**config.mk**
```make
export PLATFORM = sky130hd
export DESIGN_NAME = bpv_err_monitor
export DESIGN_NICKNAME = d
export VERILOG_FILES = /design/src/rtl/bpvm_pkg.sv /design/src/rtl/bpvm_symbol_track.sv /design/src/rtl/bpvm_cw_filter.sv /design/src/rtl/bpvm_sat_counter.sv /design/src/rtl/bpv_err_monitor.sv
export SDC_FILE = /design/constraint.sdc
export NUM_CORES = 1
export LEC_CHECK = 0
export BUFFER_PORTS_ARGS = -buffer_cell sky130_fd_sc_hd__buf_2
export CAP_MARGIN = 20
export CORE_MARGIN = 2
export CORE_UTILIZATION = 55
export DETAILED_ROUTE_END_ITERATION = 10
export PLACE_DENSITY = 0.84
export SLEW_MARGIN = 20
export SYNTH_ARGS = -nofsm -noshare
export SYNTH_HDL_FRONTEND = slang
export SYNTH_SLANG_ARGS = --single-unit
export TNS_END_PERCENT = 10
```
**constraint.sdc**
```tcl
create_clock -name clk -period 2.83 [get_ports clk]
set_clock_uncertainty 0.1 [all_clocks]
set_input_delay 0 -clock clk [delete_from_list [all_inputs] [get_ports clk]]
set_output_delay 0 -clock clk [all_outputs]
set_load 0.01 [all_outputs]
```
**src/rtl/bpvm_pkg.sv**
```systemverilog
// Package: shared types for the bipolar line error counter.
// Assumes one symbol per slot; the zero-run count only needs to reach 3.
package bpvm_pkg;
    localparam int ZRUN_W   = 2;
    localparam int ZRUN_MAX = (1 << ZRUN_W) - 1;

    // Per-slot facts handed from the symbol tracker to the codeword filter.
    typedef struct packed {
        logic              valid;   // slot carries a symbol
        logic              is_bpv;  // mark with same polarity as the previous mark
        logic              neg;     // polarity of the current mark (1 = negative)
        logic [ZRUN_W-1:0] zrun;    // zeros directly before this slot, saturating
    } slot_info_t;
endpackage

```
**src/rtl/bpvm_symbol_track.sv**
```systemverilog
// Module: bpvm_symbol_track
// Decodes the dual-rail symbol, remembers the last mark's polarity and the
// run of zeros since it, and flags bipolar violations in the current slot.
// Assumes: both rails high is taken as a zero; history moves only in valid slots.
module bpvm_symbol_track
    import bpvm_pkg::*;
(
    input  logic       clk,
    input  logic       rst_n,
    input  logic       sym_valid,
    input  logic       rail_p,
    input  logic       rail_n,
    output slot_info_t info
);
    logic              have_mark;
    logic              last_neg;
    logic [ZRUN_W-1:0] zrun_q;
    logic              is_mark;
    logic              cur_neg;

    // Classify the present symbol against the stored history.
    always_comb begin
        is_mark     = rail_p ^ rail_n;
        cur_neg     = rail_n & ~rail_p;
        info.valid  = sym_valid;
        info.neg    = cur_neg;
        info.zrun   = zrun_q;
        info.is_bpv = sym_valid & is_mark & have_mark & (cur_neg == last_neg);
    end

    // Update the mark polarity and zero-run history once per valid slot.
    always_ff @(posedge clk) begin
        if (!rst_n) begin
            have_mark <= 1'b0;
            last_neg  <= 1'b0;
            zrun_q    <= '0;
        end else if (sym_valid) begin
            if (is_mark) begin
                have_mark <= 1'b1;
                last_neg  <= cur_neg;
                zrun_q    <= '0;
            end else if (zrun_q != ZRUN_W'(ZRUN_MAX)) begin
                zrun_q <= zrun_q + 1'b1;
            end
        end
    end

    // A zero symbol can never be a violation.
    p_zero_not_bpv_r1: assert property (@(posedge clk) disable iff (!rst_n)
        (sym_valid && (rail_p == rail_n)) |-> !info.is_bpv);
endmodule

```
**src/rtl/bpvm_cw_filter.sv**
```systemverilog
// Module: bpvm_cw_filter
// Separates violations that belong to substitution codewords from real errors,
// or, in the same-polarity mode, flags violations matching the prior violation.
// Keeps a private history of the last accepted codeword and last violation.
// Assumes info comes from bpvm_symbol_track for the same slot.
module bpvm_cw_filter
    import bpvm_pkg::*;
(
    input  logic       clk,
    input  logic       rst_n,
    input  slot_info_t info,
    input  logic       cfg_hdb3,
    input  logic       cfg_track,
    input  logic       cfg_e3,
    output logic       err
);
    logic              cw_seen;
    logic              cw_neg;
    logic              v_seen;
    logic              v_neg;
    logic              e3_act;
    logic [ZRUN_W-1:0] need_z;
    logic              shape_ok;
    logic              pol_ok;
    logic              is_cw;
    logic              pair_err;

    // Decide whether the current violation is a codeword or an error.
    always_comb begin
        e3_act   = cfg_hdb3 & cfg_e3;
        need_z   = cfg_hdb3 ? ZRUN_W'(2) : ZRUN_W'(1);
        shape_ok = (info.zrun >= need_z);
        pol_ok   = ~cw_seen | ~cfg_track | (info.neg != cw_neg);
        is_cw    = info.is_bpv & shape_ok & pol_ok;
        pair_err = info.is_bpv & v_seen & (info.neg == v_neg);
        err      = e3_act ? pair_err : (info.is_bpv & ~is_cw);
    end

    // Remember the polarity of the last accepted codeword and last violation.
    always_ff @(posedge clk) begin
        if (!rst_n) begin
            cw_seen <= 1'b0;
            cw_neg  <= 1'b0;
            v_seen  <= 1'b0;
            v_neg   <= 1'b0;
        end else begin
            if (is_cw) begin
                cw_seen <= 1'b1;
                cw_neg  <= info.neg;
            end
            if (info.is_bpv) begin
                v_seen <= 1'b1;
                v_neg  <= info.neg;
            end
        end
    end

    // Only a violation can ever be an error.
    p_err_is_bpv_r2: assert property (@(posedge clk) disable iff (!rst_n)
        err |-> info.is_bpv);

    // Simple 3-zero rule: a violation after a zero is never counted.
    p_b3_cw_free_r2: assert property (@(posedge clk) disable iff (!rst_n)
        (!cfg_hdb3 && !cfg_track && info.is_bpv && info.zrun != '0) |-> !err);

    // Same-polarity mode needs an earlier violation to pair with.
    p_e3_needs_prior_r6: assert property (@(posedge clk) disable iff (!rst_n)
        (e3_act && err) |-> v_seen);
endmodule

```
**src/rtl/bpvm_sat_counter.sv**
```systemverilog
// Module: bpvm_sat_counter
// Saturating event counter with a latch strobe that copies the running count
// to a holding register and restarts it; an event in the latch cycle seeds
// the new period. Assumes inc and latch are single-clock qualified.
module bpvm_sat_counter #(
    parameter int CNT_W = 16
) (
    input  logic             clk,
    input  logic             rst_n,
    input  logic             inc,
    input  logic             latch,
    output logic [CNT_W-1:0] held
);
    localparam logic [CNT_W-1:0] CNT_MAX = {CNT_W{1'b1}};

    logic [CNT_W-1:0] run;

    // Advance, saturate, or restart the running count; capture on latch.
    always_ff @(posedge clk) begin
        if (!rst_n) begin
            run  <= '0;
            held <= '0;
        end else if (latch) begin
            held <= run;
            run  <= inc ? CNT_W'(1) : '0;
        end else if (inc && run != CNT_MAX) begin
            run <= run + 1'b1;
        end
    end

    // Count holds at all ones.
    p_no_wrap_r9: assert property (@(posedge clk) disable iff (!rst_n)
        (run == CNT_MAX && !latch) |=> run == CNT_MAX);

    // After a latch the new period holds at most the coincident event.
    p_latch_restart_r10: assert property (@(posedge clk) disable iff (!rst_n)
        latch |=> run <= CNT_W'(1));

    // The holding output moves only on a latch.
    p_held_stable_r10: assert property (@(posedge clk) disable iff (!rst_n)
        !latch |=> $stable(held));
endmodule

```
**src/rtl/bpv_err_monitor.sv**
```systemverilog
// Module: bpv_err_monitor
// Top of the bipolar line error counter: symbol tracking, codeword filtering,
// error pulse and saturating latched count.
// Assumes: synchronous active-low reset; configuration is quasi-static.
module bpv_err_monitor #(
    parameter int CNT_W = 16
) (
    input  logic             clk,
    input  logic             rst_n,
    input  logic             sym_valid,
    input  logic             rail_p,
    input  logic             rail_n,
    input  logic             cfg_hdb3,
    input  logic             cfg_track,
    input  logic             cfg_e3,
    input  logic             latch_stb,
    output logic             err_pulse,
    output logic [CNT_W-1:0] held_count
);
    import bpvm_pkg::*;

    slot_info_t info;
    logic       err;

    bpvm_symbol_track u_track (
        .clk       (clk),
        .rst_n     (rst_n),
        .sym_valid (sym_valid),
        .rail_p    (rail_p),
        .rail_n    (rail_n),
        .info      (info)
    );

    bpvm_cw_filter u_filter (
        .clk       (clk),
        .rst_n     (rst_n),
        .info      (info),
        .cfg_hdb3  (cfg_hdb3),
        .cfg_track (cfg_track),
        .cfg_e3    (cfg_e3),
        .err       (err)
    );

    bpvm_sat_counter #(.CNT_W(CNT_W)) u_count (
        .clk   (clk),
        .rst_n (rst_n),
        .inc   (err),
        .latch (latch_stb),
        .held  (held_count)
    );

    // Register the per-slot error into a one-clock pulse.
    always_ff @(posedge clk) begin
        if (!rst_n) err_pulse <= 1'b0;
        else        err_pulse <= err;
    end

    // A pulse always follows a valid slot.
    p_pulse_slot_r8: assert property (@(posedge clk) disable iff (!rst_n)
        err_pulse |-> $past(sym_valid));
endmodule

```
# Word-level counts from Yosys, hierarchy flattened
# Index checks and enable logic that the tools add are counted.
[classes]
add_sub_neg = 2
order_cmp = 1
eq_ne = 5
mux = 7
bitwise_logic = 17
n_reduce_logical = 5
[ops]
columns = ["cell", "count"]
rows = [
  ["$mux 16", 2],
  ["$add 16x1->16 const B", 1],
  ["$ne 16x16->1 const B", 1],
  ["$and 1x1->1", 10],
  ["$mux 2", 3],
  ["$not 1->1", 4],
  ["$reduce_and 2->1", 2],
  ["$reduce_bool 2->1", 2],
  ["$add 2x1->2 const B", 1],
  ["$eq 1x1->1", 2],
  ["$ge 2x2->1", 1],
  ["$mux 1", 2],
  ["$ne 2x2->1 const B", 1],
  ["$or 1x1->1", 2],
  ["$logic_and 1x1->1", 1],
  ["$ne 1x1->1", 1],
  ["$xor 1x1->1", 1],
]
[totals]
ff_bits = 41
word_cells = 47

# Longest topological paths before layout
# Gate-level depths: netlist (run 1).
[depth]
depth_word = 12
ltp_mapped = 10
depth_no_buf = 7

# Hierarchy
# Synthesis (run 1) repeated with hierarchy kept, for this count alone.
[unflattened]
hier_cells = 199
area_unflattened_um2 = 1931.9
[modules_own_cells]
columns = ["module", "instances", "cells_each", "area_each_um2", "seq_area_each_um2"]
rows = [
  ["bpvm_sat_counter", 1, 149, 1446.4, 640.6],
  ["bpvm_cw_filter", 1, 25, 236.5, 80.1],
  ["bpvm_symbol_track", 1, 23, 222.7, 80.1],
  ["bpv_err_monitor", 1, 2, 26.3, 20.0],
]

# Worst setup path before layout (run 1)
# Ideal clock, no wire load.
[synth_timing]
path_kind = "register to register"
start = "reg u_track.zrun_q[0]"
end = "reg u_count.run[14]"
setup_time_ps = 70
arrival_time_ps = 1874
required_ps = 2660
path_slack_ps = 786
stages_incl_launch_ff = 9
path_buffers = 1
synth_period_minus_slack_ps = 2044
path_cell_list = "dfxtp_1 > inv_1 > ha_1 > nand2b_1 > a21oi_2 > o211ai_4 > buf_6 > or4_1 > a21oi_1"
[synth_via]
elab_chain_len = 8
[synth_lines]
columns = ["item", "line", "rtl"]
rows = [
  ["from (decl)", "bpvm_symbol_track.sv:17", "logic [ZRUN_W-1:0] zrun_q;"],
  ["from (signal assigned)", "bpvm_symbol_track.sv:43", "zrun_q <= zrun_q + 1'b1;"],
  ["$ge 2x2->1", "bpvm_cw_filter.sv:32", "shape_ok = (info.zrun >= need_z);"],
  ["$and 1x1->1 (2 in a row)", "bpvm_cw_filter.sv:34", "is_cw = info.is_bpv & shape_ok & pol_ok;"],
  ["$not 1->1", "bpvm_cw_filter.sv:36", "err = e3_act ? pair_err : (info.is_bpv & ~is_cw);"],
  ["$and 1x1->1", "bpvm_cw_filter.sv:36", ""],
  ["$mux 1", "bpvm_cw_filter.sv:36", ""],
  ["$logic_and 1x1->1", "bpvm_sat_counter.sv:26", "end else if (inc && run != CNT_MAX) begin"],
  ["$reduce_bool 2->1 (no line)", "--", ""],
  ["to (signal assigned)", "bpvm_sat_counter.sv:25", "run <= inc ? CNT_W'(1) : '0;"],
  ["to (signal assigned)", "bpvm_sat_counter.sv:27", "run <= run + 1'b1;"],
  ["to (decl)", "bpvm_sat_counter.sv:16", "logic [CNT_W-1:0] run;"],
]
# Every way passes these cells.
# A chain may end at the register's enable or synchronous reset.

# Final worst setup path (run 1)
[layout_timing]
start = "reg u_track.zrun_q[0]"
end = "reg u_count.run[6]"
# Same word-level chain as after synthesis.

==> results of run 1 <==
## cell usage in the layout, fill, tap and decap left out, types with 3 or more instances in the layout
cell	instances
clkbuf_4	5
nand3_1	8
o21a_1	4
o31ai_1	8
dfxtp_1	41
mux2i_1	19
buf_2	25
nand2b_1	5
a21oi_1	11
nor3_1	3
inv_1	4
nand2_1	15
ha_1	5
or4_1	8
o21ai_0	5
nor2_1	5
nor2b_1	22
## worst min-delay path: cells and delay by family
family	cells	cell delay, ps
AOI/OAI and AO/OA	1	170
adders and majority gates	1	150
and+or+nand+nor	1	90
buffers and inverters	1	80
## worst paths after layout
kind / from / to / slack [ps] / depth (start not counted)
worst max-delay path: u_track.zrun_q[0] / u_count.run[6] / 590 / 7
worst min-delay path: rail_n / u_track.have_mark / 90 / 4
worst max register to register: u_track.zrun_q[0] / u_count.run[6] / 590 / 7
worst min register to register: u_filter.cw_seen / u_filter.cw_seen / 380 / 1
## power by group through the flow
stage	clock network [mW]	registers [mW]	logic, mW
2_1_floorplan	0	0.598	0.0546
3_3_place_gp	0	0.598	0.0663
3_5_place_dp	0	0.598	0.0682
4_1_cts	0.345	0.585	0.0709
5_1_grt	0.364	0.586	0.0773
6_report	0.333	0.585	0.0698
## through the flow
stage                     cells   util  setup slack [ps]  hold slack, ps
final                       279  0.644               589            85.7
after global routing        279  0.644               413             117
after CTS                   279  0.644               579            82.8
after detailed placement    269  0.618               629             294
after global placement      269  0.618               709             289
after floorplan             210      -               786            28.2
## routing by layer
layer / share of wire / vias up
met1: 0.46 / 719
met3: 0.055 / 6
met2: 0.46 / 46
met4: 0.015 / 0
li1: - / 802
met5: 0 / -
## logic make-up (layout without fill, tap and decap cells)
logic type	after synthesis	in the layout	synth area share
mux	19	19	0.0951
flops	41	41	0.410
compound gates	45	45	0.158
simple gates	81	81	0.245
buf+inv	16	39	0.0444
xor+xnor	3	3	0.0169
fa+ha+maj	5	5	0.0313
## final cells by class
cell class | instances | area (sq um)
clock inverter | 1 | 5.00
sequential | 41 | 821
multi-input combinational | 153 | 1090
clock buffer | 7 | 65.1
fill | 300 | 1220
timing repair buffer | 27 | 145
inverter | 4 | 15.0
tap | 46 | 57.6
## state kept, by name (all words and copies together), names as in the netlist
register           flops
u_count.run           16
u_track.have_mark      1
u_track.last_neg       1
u_filter.v_neg         1
u_filter.v_seen        1
u_filter.cw_neg        1
u_filter.cw_seen       1
u_track.zrun_q         2
err_pulse              1
u_count.held          16
==> run metrics, run 1 <==
met3 layer usage reported by global route 0.0458; Total Die Area 0.00414 sq mm; number of buffers and inverters on the critical path 1; RePlAce Congestion 0.924; post-detailed-route DRC marker count 0; Seq/Total Area, Yosys 0.410; Cells after Synth 210; classification of the worst setup path register to register; clock share of power 0.337; vias in the first global route 1421; Switching Power 0.232 mW; proportion of layout cells with a drive suffix above 1 0.185; largest area contributor in the netlist dfxtp_1; Yosys warning count 0; average instance area after synthesis 9.53 sq um; maximum number of pins on one net before global-route repair 29; antenna-violating nets left 0; unrepaired setup endpoints after global routing no; root cell of the clock tree clkbuf_4; final hold violation count 0; maximum count of clock buffers along a single path 2; area of placed instances 0.00211 sq mm; growth of design area from synthesis to finish 9.94%; core region area 0.00342 sq mm; number of setup buffers added after CTS 0; number of antenna violations at the first check in global routing 0; met2 Use GR 0.331; top-count cell post-synth dfxtp_1; slowest cell delay on critical path 560 ps; Non-Filler Cell Area, Final 0.00220 sq mm; starting density of the core 0.586; startpoint type of the worst setup path register; H-Tree Level Count 2; drt initial violations 89; via density per instance 5.64; Final Slew Violations 0; Required @ worst endpoint 3010 ps; most instantiated cells after synthesis 41 x dfxtp_1, 22 x nor2b_1, 19 x mux2i_1; number of flops mapped to enable cells by yosys 0; data arrival at the endpoint of the critical path 2420 ps; main flop type after synthesis dfxtp_1; sum of negative setup slack 0 ps; post-synthesis net count 224; router iterations before antenna repair 4; count of endpoints failing setup in the final report 0; clk sink count 41; HPWL after DPL 2570 um; power density over the cells 449 mW/mm^2; Crit path max-delay family simple AND/OR/NAND/NOR gates; part of the power in registers 0.592; remaining max-slew budget at the tightest pin 0.630; post-synthesis instance area 0.00200 sq mm; slowest stage cell, crit path or4_1; standby leakage power 0.872 nW; number of standard-cell rows in the floorplan 21; maximum clock rate 446 MHz; count of cells resized by post-cts repair 0; global route total overflow 0; input/output buffers 25; Num CTS Buffers 5; Critical Path End Type register; final antenna diode count 0; number of maximum-capacitance violations 0; worst-skew pair later-pin latency 350 ps; clock tree from TritonCTS done; clk slew on worst S/H paths 120 ps; Sw Ratio 0.234; cells traversed along the worst timing path inv_1 -> ha_1 -> nand2b_1 -> a21oi_2 -> o211ai_4 -> or4_1 -> a21oi_1; Least-Margin Pin Slew 555 ps; width of the die 64.3 um; M1 GR Usage 0.244; combinational power share 0.071; routed wire length per instance 13.3 um; VDD IR max 0.382 mV; net count of the finished layout 246; fin crit share 0.792; total power of the final layout 0.989 mW; cell types occupying the most area after synthesis dfxtp_1 41%, mux2i_1 9.5%, nor2b_1 6.9%; grt peak-use layer met2; largest driver fanout on the critical path 21; run status finished, final reports clean; design internal power 0.757 mW; synthesized flop and latch total 41; number of vias in the routed layout 1573; distinct cell type count after synthesis 47; share of synthesized flip-flops with an asynchronous set or reset 0; vertical die dimension 64.3 um; Post-CTS Hold Fix Bufs 2; kind of path behind the tightest hold check input pin to register; Period minus WS final 2240 ps; aggregate global-route resource usage 0.198; fraction of synthesized cell area taken by the top area cell type 0.410; overall routed net length 3700 um; global-route wire length before repair 6290 um; number of placed I/O pins 26
Power figures use the tool's default switching activity.
==> inputs of run 2 (changes only) <==
- CORE_UTILIZATION: 55 -> 51
- PLACE_DENSITY: 0.84 -> 0.83
- clock period: 2.83 -> 1.9 ns (I/O delays scaled with it)
==> run 2 against run 1 <==
Net effect:
- the run now ends with negative setup slack left
- clock power increased by 74%
- routed wire length increased by 42%
- worst hold slack lost 38 ps
- combinational power increased by 130%
- final cell count is 14% higher
- register-to-register slack got worse by 660 ps
- sequential cell count stayed put
- critical path depth up 1
- core utilization increased by 6.5 points
- global-route usage rose by 4.7 points
- critical path type unchanged
- critical endpoint is now u_count.run[14]
- highest routed layer unchanged
==> run metrics, run 2 (same netlist as run 1, synthesis figures left out) <==
remaining max-slew budget at the tightest pin 0.729; Required @ worst endpoint 2040 ps; critical hold path startpoint latch_stb; VDD IR max 0.506 mV; clock share of power 0.360; Util after Layout 0.709; core region area 0.00372 sq mm; post-detailed-route DRC marker count 0; worst-skew pair later-pin latency 300 ps; design internal power 1.20 mW; Num CTS Buffers 5; H-Tree Level Count 2; clock tree from TritonCTS done; input/output buffers 25; drt initial violations 135; setup slack of the most critical reg-to-reg path -80 ps; startpoint type of the worst setup path register; fin crit share 1.04; classification of the worst setup path register to register; maximum count of clock buffers along a single path 2; Least-Margin Pin Slew 407 ps; global-route wire length before repair 8020 um; worst-case hold path end point u_count.run[0]; final hold violation count 0; router iterations before antenna repair 4; hold path depth 3; global route total overflow 0; Final Slew Violations 0; number of antenna violations at the first check in global routing 0; number of maximum-capacitance violations 0; data arrival at the endpoint of the critical path 2110 ps; power density over the cells 611 mW/mm^2; combinational power share 0.100; clk slew on worst S/H paths 80 ps; commonest non-fill, non-tap cell in the layout dfxtp_1; maximum number of pins on one net before global-route repair 17; net count of the finished layout 282; growth of design area from synthesis to finish 31.8%; number of standard-cell rows in the floorplan 22; routed wire length per instance 16.6 um; overall routed net length 5250 um; RePlAce Congestion 0.860; clk sink count 41; Critical Path End Type register; Reg-to-Reg End u_count.run[14]; number of vias in the routed layout 1824; number of placed I/O pins 26; starting density of the core 0.538; final setup margin -75.1 ps; standby leakage power 1.07 nW; count of endpoints failing setup in the final report 6; root cell of the clock tree clkbuf_8; unrepaired setup endpoints after global routing yes; vertical die dimension 66.6 um; kind of path behind the tightest hold check input pin to register; aggregate global-route resource usage 0.245; Regs by FF count u_count.held x16, u_count.run x16, u_track.zrun_q x2; maximum clock rate 506 MHz; largest driver fanout on the critical path 8; Sw Ratio 0.254; vias in the first global route 1668; run status finished with violations; HPWL after DPL 3120 um; Total Die Area 0.00444 sq mm; part of the power in registers 0.541; proportion of layout cells with a drive suffix above 1 0.357; failing checks negative setup slack; via density per instance 5.75; Switching Power 0.409 mW; Period minus WS final 1980 ps; launching point of the worst reg2reg path u_track.zrun_q[0]; total power of the final layout 1.61 mW; top library cells by usage in the layout, fill and taps aside 40 x dfxtp_1, 30 x buf_4, 25 x buf_2, 22 x nor2b_1, 19 x mux2i_1; number of cells traversed by the worst register-to-register path 8; final antenna diode count 0; antenna-violating nets left 0; width of the die 66.6 um
==> run 2: critical path: stages, from the launching register on <==
cell      delay [ps]
dfxtp_2          340
inv_2             50
ha_4             200
nand2b_4         140
a21oi_4          180
o211ai_4         140
buf_6            160
or4_4            470
a21oi_2          130
==> run 2: worst max path at each step <==
stage	slack [ps]	cells past startpoint	from	to
after detailed placement	-100	7	u_track.zrun_q[0]	u_count.run[3]
final	-80	8	u_track.zrun_q[0]	u_count.run[14]
after CTS	-100	7	u_track.zrun_q[0]	u_count.run[3]
after global placement	20	7	u_track.zrun_q[0]	u_count.run[4]
after global routing	-150	7	u_count.run[0]	u_count.run[14]
after floorplan	-10	8	u_track.zrun_q[0]	u_count.run[6]
==> run 2: power by group through the flow <==
| stage | clock, mW | combinational (mW) | sequential (mW) |
|---|---|---|---|
| after floorplan | 0 | 0.0888 | 0.891 |
| after global placement | 0 | 0.124 | 0.890 |
| after detailed placement | 0 | 0.128 | 0.891 |
| after CTS | 0.577 | 0.145 | 0.871 |
| after global routing | 0.624 | 0.172 | 0.872 |
| final | 0.579 | 0.160 | 0.871 |
==> run 2: what timing repair did <==
action | 4_1_cts | 5_1_grt
pin swaps | 6 | 14
gates cloned | 1 | 0
hold buffers | 2 | 0
setup buffers | 2 | 3
hold endpoints to repair | 13 | 0
setup endpoints to repair | 9 | 16
resized for setup | 6 | 19
==> run 2: per-stage QoR <==
stage | TNS, ps | hold WS, ps | std cells | setup WS, ps | area, sq um
floorplan | -27.2 | 28.2 | 210 | -13.6 | 2020
global placement | 0 | 271 | 301 | 15.8 | 2350
detailed placement | -263 | 272 | 301 | -99.3 | 2350
CTS | -569 | 43.7 | 314 | -100 | 2520
global route | -888 | 50.3 | 317 | -151 | 2640
finish | -230 | 47.6 | 317 | -75.1 | 2640
==> run 2: layer usage <==
metal	routed length [um]	GRT usage	part of all wire	vias to the layer above
met5	0	0	0	-
li1	-	-	-	879
met3	260	0.0541	0.049	16
met4	142	0.102	0.027	0
met2	2560	0.374	0.49	55
met1	2290	0.332	0.44	874
==> run 2: area by class of cell <==
| cell class | instances | area (sq um) |
|---|---|---|
| multi-input combinational | 154 | 1220 |
| fill | 280 | 1080 |
| sequential | 41 | 822 |
| timing repair buffer | 62 | 435 |
| clock buffer | 6 | 72.6 |
| tap | 48 | 60.1 |
| clock inverter | 2 | 15.0 |
| inverter | 4 | 15.0 |
==> inputs of run 3 (changes only) <==
- CTS_CLUSTER_DIAMETER: not set -> 50
- GPL_TIMING_DRIVEN: not set -> 0
- SYNTH_HIERARCHICAL: not set -> 1
==> run 3 against run 2 <==
Net effect:
- the run still ends with negative setup slack left
- first-iteration DRC count shrank 53%
- combinational power shrank 30%
- clock-buffer cell count grew 1
- routed wire length shrank 31%
- synthesized cell count shrank 5.7%
- sequential share of layout area grew 5.3 points
- worst hold slack lost 16 ps
- critical path type unchanged
- critical endpoint is now u_count/run[11]
- largest power group unchanged
- highest routed layer unchanged
==> run metrics, run 3 <==
drt initial violations 63; maximum clock rate 407 MHz; vias in the first global route 1357; run status finished with violations; commonest non-fill, non-tap cell in the layout dfxtp_1; area used by multi-input combinational logic 0.00108 sq mm; Filler cells 324; net count of the finished layout 246; VDD IR max 0.438 mV; Least-Margin Pin Slew 711 ps; root cell of the clock tree clkbuf_8; Period minus WS final 2450 ps; global-route wire length before repair 6280 um; failing checks negative setup slack; sum of negative setup slack -3580 ps; Regs by FF count u_count/held x16, u_count/run x16, u_track/zrun_q x2; starting density of the core 0.530; hold path depth 4; overall routed net length 3620 um; fin crit share 1.29; number of standard-cell rows in the floorplan 22; post-synthesis instance area 0.00192 sq mm; standby leakage power 0.852 nW; area of placed instances 0.00212 sq mm; clk sink count 41; RePlAce Congestion 0.819; input/output buffers 24; Total Die Area 0.00428 sq mm; cell total after placement 270; via density per instance 5.19; routed wire length per instance 12.9 um; maximum number of pins on one net before global-route repair 22; slowest stage cell, crit path or4_4; H-Tree Level Count 2; Num CTS Buffers 5; remaining max-slew budget at the tightest pin 0.526; Non-Filler Cell Area, Final 0.00226 sq mm; final standard cell count with taps included and fillers excluded 280; aggregate global-route resource usage 0.195; power density over the cells 684 mW/mm^2; maximum count of clock buffers along a single path 2; cells traversed along the worst timing path inv_2 -> ha_1 -> nand2b_4 -> a21oi_4 -> a31oi_2 -> a21oi_2 -> buf_4 -> inv_2 -> or4_4 -> a211oi_2 -> xnor2_1 -> nor2_1; data arrival at the endpoint of the critical path 2530 ps; number of vias in the routed layout 1454; HPWL after DPL 2550 um; final antenna diode count 0; unrepaired setup endpoints after global routing yes; worst-skew pair later-pin latency 290 ps; Required @ worst endpoint 1970 ps; number of placed I/O pins 26; width of the die 65.4 um; number of antenna violations at the first check in global routing 0; clock tree from TritonCTS done; post-detailed-route DRC marker count 0; Hold WS 31.8 ps; slowest cell delay on critical path 450 ps; clk slew on worst S/H paths 70 ps; Cells after Synth 198; post-synthesis net count 212; global route total overflow 0; cell repeated most along the worst path inv_2; number of cells traversed by the worst register-to-register path 12; antenna-violating nets left 0; kind of path behind the tightest hold check input pin to register; final hold violation count 0; vertical die dimension 65.4 um; top library cells by usage in the layout, fill and taps aside 40 x dfxtp_1, 25 x buf_2, 20 x mux2i_1, 18 x nor2b_1, 17 x nor2_1; largest driver fanout on the critical path 5; number of maximum-capacitance violations 0; proportion of layout cells with a drive suffix above 1 0.233; classification of the worst setup path register to register; Final Slew Violations 0; core region area 0.00363 sq mm; sequential cell area 825 sq um; Yosys warning count 6; count of endpoints failing setup in the final report 16; growth of design area from synthesis to finish 17.4%; startpoint type of the worst setup path register; average instance area after synthesis 9.72 sq um; router iterations before antenna repair 4; final setup margin -555 ps; Critical Path End Type register
## run 3: cell type report
| type | instances | share of cell area |
|---|---|---|
| sequential | 41 | 0.365 |
| multi-input combinational | 145 | 0.478 |
| clock buffer | 7 | 0.0382 |
| inverter | 4 | 0.00665 |
| timing repair buffer | 27 | 0.0654 |
| buffer | 8 | 0.0205 |
| tap | 48 | 0.0266 |
## run 3: worst paths after layout
path                     startpoint                 to  slack [ps]
setup / recovery  u_track/zrun_q[0]    u_count/run[11]        -550
hold / removal               cfg_e3          err_pulse          30
setup reg to reg  u_track/zrun_q[0]    u_count/run[11]        -550
hold reg to reg   u_track/have_mark  u_track/have_mark         360
## run 3: layer usage
metal	track usage	routed length, um	vias to the layer above
li1	-	-	753
met1	0.235	1620	674
met2	0.323	1800	22
met3	0.0531	120	5
met4	0.0885	71	0
met5	0	0	-
## run 3: where the power goes
group	leakage [nW]	total (mW)	switching [mW]	internal (mW)
logic	0.476	0.112	0.0568	0.0549
clock network	0.0443	0.560	0.273	0.288
registers	0.331	0.872	0.00573	0.866
total	0.852	1.54	0.335	1.21
## run 3: worst max-delay path: cells and delay by family (launching register included)
| family | cells | cell delay (ps) |
|---|---|---|
| AND/OR/NAND/NOR | 3 | 650 |
| buffers and inverters | 3 | 220 |
| flip-flops | 1 | 360 |
| adder cells (fa/ha/maj) | 1 | 260 |
| XOR/XNOR | 1 | 150 |
| AO/OA/AOI/OAI | 4 | 580 |
## run 3: timing repair
action / CTS / global route
endpoints found under the setup margin: 16 / 16
resized for setup: 4 / 3
setup buffers: 1 / 0
hold endpoints to repair: 5 / 0
hold buffers: 2 / 0
cloned: 0 / 0
pin swaps: 0 / 2
## run 3: per-stage QoR
| step | setup slack, ps | util | total power, mW |
|---|---|---|---|
| 2_1_floorplan | -442 | - | 0.965 |
| 3_3_place_gp | -578 | 0.583 | 0.990 |
| 3_5_place_dp | -648 | 0.583 | 0.993 |
| 4_1_cts | -573 | 0.618 | 1.55 |
| 5_1_grt | -687 | 0.622 | 1.60 |
| 6_report | -555 | 0.622 | 1.54 |
